`src/rtl/intr_arb_pkg.sv`:
```
package intr_arb_pkg;

    // Kind of change applied to the global enable flag
    typedef enum logic [1:0] {
        FLG_NONE   = 2'd0,
        FLG_RETURN = 2'd1,   // takes effect at the boundary of this cycle
        FLG_DEFER  = 2'd2,   // takes effect one instruction later
        FLG_SPARE  = 2'd3    // treated as no change
    } flag_op_e;

endpackage

```
`src/rtl/intr_req_bank.sv`:
```
module intr_req_bank #(
    parameter  int NUM_SRC = 8,
    parameter  int LVL_W   = 3,
    localparam int IDX_W   = (NUM_SRC > 1) ? $clog2(NUM_SRC) : 1
) (
    input  logic                            clk,
    input  logic                            rst_n,
    input  logic [NUM_SRC-1:0]              raise_i,
    input  logic                            swc_we_i,
    input  logic [IDX_W-1:0]                swc_idx_i,
    input  logic                            swc_bit_i,
    input  logic                            cfg_we_i,
    input  logic [IDX_W-1:0]                cfg_idx_i,
    input  logic [LVL_W-1:0]                cfg_lvl_i,
    input  logic                            take_i,
    input  logic [IDX_W-1:0]                take_idx_i,
    output logic [NUM_SRC-1:0]              pend_o,
    output logic [NUM_SRC-1:0][LVL_W-1:0]   lvl_o
);

    typedef struct packed {
        logic [NUM_SRC-1:0]            pend;
        logic [NUM_SRC-1:0][LVL_W-1:0] lvl;
    } bank_st_t;

    bank_st_t st_d, st_q;

    always_comb begin
        st_d = st_q;
        if (swc_we_i && !swc_bit_i) begin
            st_d.pend[swc_idx_i] = 1'b0;
        end
        if (take_i) begin
            st_d.pend[take_idx_i] = 1'b0;
        end
        st_d.pend = st_d.pend | raise_i;
        if (cfg_we_i) begin
            st_d.lvl[cfg_idx_i] = cfg_lvl_i;
        end
    end

    always_ff @(posedge clk) begin
        if (!rst_n) begin
            st_q <= '0;
        end else begin
            st_q <= st_d;
        end
    end

    assign pend_o = st_q.pend;
    assign lvl_o  = st_q.lvl;

    AST_PEND_ONLY_BY_RAISE: assert property (@(posedge clk) disable iff (!rst_n)
        (st_q.pend & ~$past(st_q.pend) & ~$past(raise_i)) == '0);

    AST_RAISE_SETS_PEND: assert property (@(posedge clk) disable iff (!rst_n)
        (raise_i != '0) |=> ((st_q.pend & $past(raise_i)) == $past(raise_i)));

endmodule

```
`src/rtl/intr_pick.sv`:
```
module intr_pick #(
    parameter  int NUM_SRC = 8,
    parameter  int LVL_W   = 3,
    localparam int IDX_W   = (NUM_SRC > 1) ? $clog2(NUM_SRC) : 1
) (
    input  logic [NUM_SRC-1:0]              pend_i,
    input  logic [NUM_SRC-1:0][LVL_W-1:0]   lvl_i,
    input  logic [LVL_W-1:0]                ipl_i,
    output logic                            found_o,
    output logic [IDX_W-1:0]                idx_o,
    output logic [LVL_W-1:0]                lvl_o
);

    logic [NUM_SRC-1:0] qual;

    // A source qualifies when pending and strictly above the processor level
    for (genvar g = 0; g < NUM_SRC; g++) begin : g_qual
        assign qual[g] = pend_i[g] && (lvl_i[g] > ipl_i);
    end

    // Ascending scan with a strict compare keeps the lowest index on ties
    always_comb begin
        found_o = 1'b0;
        idx_o   = '0;
        lvl_o   = ipl_i;
        for (int i = 0; i < NUM_SRC; i++) begin
            if (qual[i] && (lvl_i[i] > lvl_o)) begin
                found_o = 1'b1;
                idx_o   = IDX_W'(i);
                lvl_o   = lvl_i[i];
            end
        end
    end

endmodule

```
`src/rtl/intr_flag_ctl.sv`:
```
module intr_flag_ctl
    import intr_arb_pkg::*;
(
    input  logic     clk,
    input  logic     rst_n,
    input  flag_op_e op_i,
    input  logic     val_i,
    input  logic     bnd_i,
    input  logic     take_i,
    output logic     ien_eff_o,
    output logic     ien_o
);

    typedef struct packed {
        logic ien;
        logic stg_vld;
        logic stg_val;
    } flag_st_t;

    flag_st_t st_d, st_q;

    always_comb begin
        st_d = st_q;
        if (op_i == FLG_RETURN) begin
            st_d.ien     = val_i;
            st_d.stg_vld = 1'b0;
        end
        if (op_i == FLG_DEFER) begin
            st_d.stg_vld = 1'b1;
            st_d.stg_val = val_i;
        end
        // First boundary at or after a deferred change commits it
        if (bnd_i && st_d.stg_vld) begin
            st_d.ien     = st_d.stg_val;
            st_d.stg_vld = 1'b0;
        end
        if (take_i) begin
            st_d.ien     = 1'b0;
            st_d.stg_vld = 1'b0;
        end
    end

    always_ff @(posedge clk) begin
        if (!rst_n) begin
            st_q <= '0;
        end else begin
            st_q <= st_d;
        end
    end

    assign ien_eff_o = (op_i == FLG_RETURN) ? val_i : st_q.ien;
    assign ien_o     = st_q.ien;

    AST_IEN_CHANGE_CAUSE: assert property (@(posedge clk) disable iff (!rst_n)
        !$stable(st_q.ien) |-> $past(bnd_i || (op_i == FLG_RETURN)));

    AST_DEFER_HOLDS: assert property (@(posedge clk) disable iff (!rst_n)
        (op_i == FLG_DEFER && !bnd_i) |=> (st_q.ien == $past(st_q.ien)));

endmodule

```
`src/rtl/intr_arb_top.sv`:
```
module intr_arb_top
    import intr_arb_pkg::*;
#(
    parameter  int NUM_SRC = 8,
    parameter  int LVL_W   = 3,
    localparam int IDX_W   = (NUM_SRC > 1) ? $clog2(NUM_SRC) : 1
) (
    input  logic               clk,
    input  logic               rst_n,
    input  logic [NUM_SRC-1:0] src_raise_i,
    input  logic               swc_we_i,
    input  logic [IDX_W-1:0]   swc_idx_i,
    input  logic               swc_bit_i,
    input  logic               cfg_we_i,
    input  logic [IDX_W-1:0]   cfg_idx_i,
    input  logic [LVL_W-1:0]   cfg_lvl_i,
    input  logic               ipl_we_i,
    input  logic [LVL_W-1:0]   ipl_val_i,
    input  logic [1:0]         flag_op_i,
    input  logic               flag_val_i,
    input  logic               insn_bnd_i,
    output logic               acc_o,
    output logic [IDX_W-1:0]   acc_idx_o,
    output logic [LVL_W-1:0]   acc_lvl_o,
    output logic [LVL_W-1:0]   ipl_o,
    output logic               ien_o,
    output logic [NUM_SRC-1:0] pend_o
);

    typedef struct packed {
        logic             acc;
        logic [IDX_W-1:0] idx;
        logic [LVL_W-1:0] lvl;
        logic [LVL_W-1:0] ipl;
    } top_st_t;

    top_st_t                        st_d, st_q;
    logic [NUM_SRC-1:0][LVL_W-1:0]  src_lvl;
    logic                           win_found;
    logic [IDX_W-1:0]               win_idx;
    logic [LVL_W-1:0]               win_lvl;
    logic                           ien_eff;
    logic                           take_now;

    assign take_now = insn_bnd_i && ien_eff && win_found;

    intr_req_bank #(.NUM_SRC(NUM_SRC), .LVL_W(LVL_W)) bank_i (
        .clk        (clk),
        .rst_n      (rst_n),
        .raise_i    (src_raise_i),
        .swc_we_i   (swc_we_i),
        .swc_idx_i  (swc_idx_i),
        .swc_bit_i  (swc_bit_i),
        .cfg_we_i   (cfg_we_i),
        .cfg_idx_i  (cfg_idx_i),
        .cfg_lvl_i  (cfg_lvl_i),
        .take_i     (take_now),
        .take_idx_i (win_idx),
        .pend_o     (pend_o),
        .lvl_o      (src_lvl)
    );

    intr_pick #(.NUM_SRC(NUM_SRC), .LVL_W(LVL_W)) pick_i (
        .pend_i  (pend_o),
        .lvl_i   (src_lvl),
        .ipl_i   (st_q.ipl),
        .found_o (win_found),
        .idx_o   (win_idx),
        .lvl_o   (win_lvl)
    );

    intr_flag_ctl flag_i (
        .clk       (clk),
        .rst_n     (rst_n),
        .op_i      (flag_op_e'(flag_op_i)),
        .val_i     (flag_val_i),
        .bnd_i     (insn_bnd_i),
        .take_i    (take_now),
        .ien_eff_o (ien_eff),
        .ien_o     (ien_o)
    );

    always_comb begin
        st_d     = st_q;
        st_d.acc = take_now;
        if (ipl_we_i) begin
            st_d.ipl = ipl_val_i;
        end
        if (take_now) begin
            st_d.idx = win_idx;
            st_d.lvl = win_lvl;
            st_d.ipl = win_lvl;
        end
    end

    always_ff @(posedge clk) begin
        if (!rst_n) begin
            st_q <= '0;
        end else begin
            st_q <= st_d;
        end
    end

    assign acc_o     = st_q.acc;
    assign acc_idx_o = st_q.idx;
    assign acc_lvl_o = st_q.lvl;
    assign ipl_o     = st_q.ipl;

    AST_ACC_AT_BOUNDARY: assert property (@(posedge clk) disable iff (!rst_n)
        acc_o |-> $past(insn_bnd_i));

    AST_ACC_NEEDS_EN: assert property (@(posedge clk) disable iff (!rst_n)
        acc_o |-> $past(ien_eff));

    AST_ACC_WAS_PENDING: assert property (@(posedge clk) disable iff (!rst_n)
        acc_o |-> $past(pend_o[win_idx]));

    AST_ACC_ABOVE_IPL: assert property (@(posedge clk) disable iff (!rst_n)
        acc_o |-> (acc_lvl_o > $past(ipl_o)));

    AST_ACC_NONZERO_LVL: assert property (@(posedge clk) disable iff (!rst_n)
        acc_o |-> (acc_lvl_o != '0));

    AST_ACC_UPDATES_STATE: assert property (@(posedge clk) disable iff (!rst_n)
        acc_o |-> ((ipl_o == acc_lvl_o) && !ien_o));

    AST_ACC_CLEARS_PEND: assert property (@(posedge clk) disable iff (!rst_n)
        (acc_o && !$past(src_raise_i[win_idx])) |-> !pend_o[acc_idx_o]);

endmodule

```
`config.mk`:
```
export PLATFORM = sky130hd
export DESIGN_NAME = intr_arb_top
export DESIGN_NICKNAME = d
export VERILOG_FILES = /design/src/rtl/intr_arb_pkg.sv /design/src/rtl/intr_req_bank.sv /design/src/rtl/intr_pick.sv /design/src/rtl/intr_flag_ctl.sv /design/src/rtl/intr_arb_top.sv
export SDC_FILE = /design/constraint.sdc
export NUM_CORES = 1
export LEC_CHECK = 0
export ABC_AREA = 0
export CAP_MARGIN = 40
export CELL_PAD_IN_SITES_DETAIL_PLACEMENT = 1
export CELL_PAD_IN_SITES_GLOBAL_PLACEMENT = 1
export CORE_MARGIN = 5
export CORE_UTILIZATION = 35
export DETAILED_ROUTE_END_ITERATION = 8
export PLACE_DENSITY_LB_ADDON = 0.12
export SYNTH_ARGS = -nofsm -noshare
export SYNTH_HDL_FRONTEND = slang
export SYNTH_SLANG_ARGS = --single-unit
export TNS_END_PERCENT = 1
```
`constraint.sdc`:
```
create_clock -name clk -period 12.1 [get_ports clk]
set_clock_uncertainty 0.05 [all_clocks]
set_input_delay 1.815 -clock clk [delete_from_list [all_inputs] [get_ports clk]]
set_output_delay 1.815 -clock clk [all_outputs]
set_load 0.03 [all_outputs]
```
==> summary.txt, run 1 <==
Status
  • Status: finished, final reports clean

Clock tree
  • Clock root buffer master: clkbuf_8
  • # H-tree levels: 2
  • CTS tree: built
  • CTS Buf Count: 5
  • Worst skew pair latency: 0.31 ns
  • Clk pin slew, worst setup/hold paths: ~0.1 ns
  • Clock buffer depth: 2
  • CTS sink count: between 40 and 50

Drt
  • DR WL/cell: 18.3 µm
  • Routed Antenna Nets: 0
  • Vias: 3229
  • Drt first pass iters: 4
  • Routed wire length: about 11 mm
  • Starting DRT DRC Count: 107
  • DR vias/cell: roughly 5.4
  • DRC: 0

Floorplanning
  • Top Ports: a little under 50
  • Die Ht: about 110 µm
  • Die width: approximately 110 µm
  • Starting Density: 0.362
  • Die area: between 0.01 and 0.015 mm²
  • Core ar.: ~0.0093 mm²
  • Core Rows: 35

Setup path
  • Worst Path Required: between 10 and 15 ns
  • Register-to-register setup slack: around 0.56 ns
  • Worst flop-to-flop path startpoint: ipl_o[1]
  • Top cell by count, worst path: ha_1
  • FF-to-FF path depth: 52
  • CP arrival: between 10 and 15 ns
  • CP bufs+invs: 3
  • Worst path slowest cell: mux2_2
  • Kind of cell adding the most delay to the critical path: compound AO/OA/AOI/OAI gates
  • Crit Path Max Fanout: 9
  • Worst setup SP type: register
  • Worst R2R End: bank_i.pend_o[5]
  • CP Class: reg2reg
  • CP Capture Type: register
  • Max incr delay on CP: just under 0.4 ns
  • CP Depth: 52

Synthesis
  • Synthesized Nets: 472
  • Post-synthesis sequential area ratio: 0.268
  • Cells after synthesis: 408
  • Yosys reg bits: 45
  • Syn_area_per_cell: between 8 and 9 µm²
  • YS warnings: 0
  • Top-area cell type share of the netlist area: 0.268
  • Prevailing post-synth register cell: dfxtp_1
  • Post-synth top cells: nor2_1 (52), dfxtp_1 (45), ha_1 (34), mux2i_1 (32), inv_1 (30)
  • Post-synth EDFFs: 0
  • Dominant cell type by area after synthesis: dfxtp_1
  • Synth area leaders: dfxtp_1 (27%), ha_1 (13%), mux2i_1 (9.5%)
  • Distinct cells, synth: 61
  • Synthesized cell area: 0.00336 mm²
  • Synth async-reset ratio: 0
  • Count leader, synth: nor2_1

Timing
  • Slew @ Worst Pin: 0.812 ns
  • Setup TNS: 0 ns
  • Relative slew slack: 0.454
  • Min Tclk post-route: approximately 12 ns
  • Final setup fails: 0
  • Final period utilization: 0.953
  • Max Slew Vio Count: 0
  • Final Hold Fails: 0
  • Worst setup slack after layout: around 0.56 ns
  • Fmax: around 0.087 GHz

Pwr
  • P per Cell Area: about 89 mW/mm²
  • Max IR drop VDD: roughly 0.000044 V
  • Leakage: 1.67 nW

Place
  • Port bufs: 48
  • Gpl congestion: around 0.86
  • Detail Placement HPWL: 8.50 mm
  • Cell Area, Placed: slightly above 0.004 mm²
  • Dpl ws: about 0.039 ns

GRT
  • Busiest layer in global routing: met2
  • Initial antenna violation count: 0
  • Number of global-route vias before repair: 3323
  • Gr usage total: 0.194
  • M2 GR Usage: 0.327
  • Met1 Use GR: 0.260
  • First-pass GRT wire length: around 18 mm
  • Largest net degree at the start of global routing: 27
  • Global Route met3 Usage: 0.0263
  • Grt ovf: 0

Hold path
  • Worst hold path endpoint: acc_lvl_o[2]
  • Hold/Removal Path Class: reg2reg
  • Critical hold path startpoint: acc_lvl_o[2]
  • Hold Path Cell Cnt: 2

Cells and area
  • Share of cells above drive strength 1: 0.114
  • Antenna cells: 0
  • Layout Cell Area excl Fill: 0.00421 mm²
  • Area Overhead vs Synth: 25.2%
  • Fin nets: ~530

Run
  • Max Cap Viol: 0
==> state kept, by name (all words and copies together), names as in the netlist <==
| register | flops |
|---|---|
| ipl_o | 3 |
| bank_i.lvl_o | 24 |
| bank_i.pend_o | 8 |
| flag_i.ien_o | 1 |
| flag_i.st_q | 2 |
| acc_idx_o | 3 |
| acc_lvl_o | 3 |
| acc_o | 1 |
==> routing by layer <==
layer	wire (µm)	vias to the layer above
met5	0	-
met4	221	0
met3	266	15
met2	5110	47
met1	5240	1565
li1	-	1602
==> timing repair <==
| action | CTS | global route |
|---|---|---|
| cloned | 0 | 0 |
| hold buffers | 0 | 0 |
| buffers inserted | 0 | 2 |
| endpoints found under the setup margin | 1 | 19 |
| resized for setup | 1 | 15 |
| pin swaps | 0 | 2 |
==> worst min-delay path, delay by kind of cell, from the launching register on <==
| kind | cells | cell delay, ns |
|---|---|---|
| flops | 1 | 0.32 |
| simple gates | 1 | 0.07 |
| compound gates | 1 | 0.06 |
==> final cells by class <==
cell class	count	area, µm²
inverter	30	113
tap	129	161
sequential	45	901
clock inverter	1	7.51
multi-input combinational	323	2380
timing repair buffer	59	563
clock buffer	6	82.6
fill	1143	5070
==> metrics by stage <==
step	hold slack, ns	power (mW)	std cells	util
after floorplan	0.427	0.229	408	-
after global placement	0.414	0.268	584	0.435
after detailed placement	0.430	0.272	584	0.435
after CTS	0.447	0.376	591	0.445
after global routing	0.479	0.395	593	0.454
final	0.441	0.374	593	0.454
==> placed cells by master (no fill, tap or decap), types with 4 or more instances in the layout <==
cell type,count
a21oi_1,23
a21oi_2,4
and3_1,5
buf_4,11
clkbuf_8,6
clkdlybuf4s50_1,48
dfxtp_1,45
ha_1,34
inv_1,30
mux2_2,7
mux2i_1,30
nand2_1,23
nand2b_1,11
nand3_1,10
nand4b_1,4
nor2_1,49
nor2b_1,5
nor3_1,9
nor3b_1,4
o211ai_1,4
o21a_1,6
o21ai_0,16
o21ai_1,5
==> where the power goes <==
part,total [mW],switching [mW],internal [mW]
Sequential,0.159,0.00574,0.154
Combinational,0.112,0.0639,0.0478
Clock,0.103,0.0579,0.0454
==> how the worst max path moves through the flow <==
stage,from,to,slack (ns)
after floorplan,ipl_o[2],acc_lvl_o[1],0.37
after global placement,ipl_o[1],bank_i.pend_o[5],0.25
after detailed placement,ipl_o[1],bank_i.pend_o[5],0.04
after CTS,ipl_o[1],bank_i.pend_o[5],0.10
after global routing,ipl_o[1],bank_i.pend_o[5],-0.03
final,ipl_o[1],bank_i.pend_o[5],0.56
==> cells by family after synthesis <==
group,share of synthesized area
AO/OA/AOI/OAI,0.214
adder cells (fa/ha/maj),0.133
buffers and inverters,0.0450
flip-flops,0.268
multiplexers,0.119
AND/OR/NAND/NOR,0.221
Power figures use the tool's default switching activity.
==> run 2: changes to the inputs <==
--- a/config.mk
+++ b/config.mk
@@ -6,11 +6,11 @@
 export NUM_CORES = 1
 export LEC_CHECK = 0
 export ABC_AREA = 0
-export CAP_MARGIN = 40
 export CELL_PAD_IN_SITES_DETAIL_PLACEMENT = 1
 export CELL_PAD_IN_SITES_GLOBAL_PLACEMENT = 1
 export CORE_MARGIN = 5
 export CORE_UTILIZATION = 35
+export CTS_CLUSTER_DIAMETER = 120
 export DETAILED_ROUTE_END_ITERATION = 8
 export PLACE_DENSITY_LB_ADDON = 0.12
 export SYNTH_ARGS = -nofsm -noshare
==> results of run 2 <==
The final DEF is identical to that of run 1; final timing and power are the same.
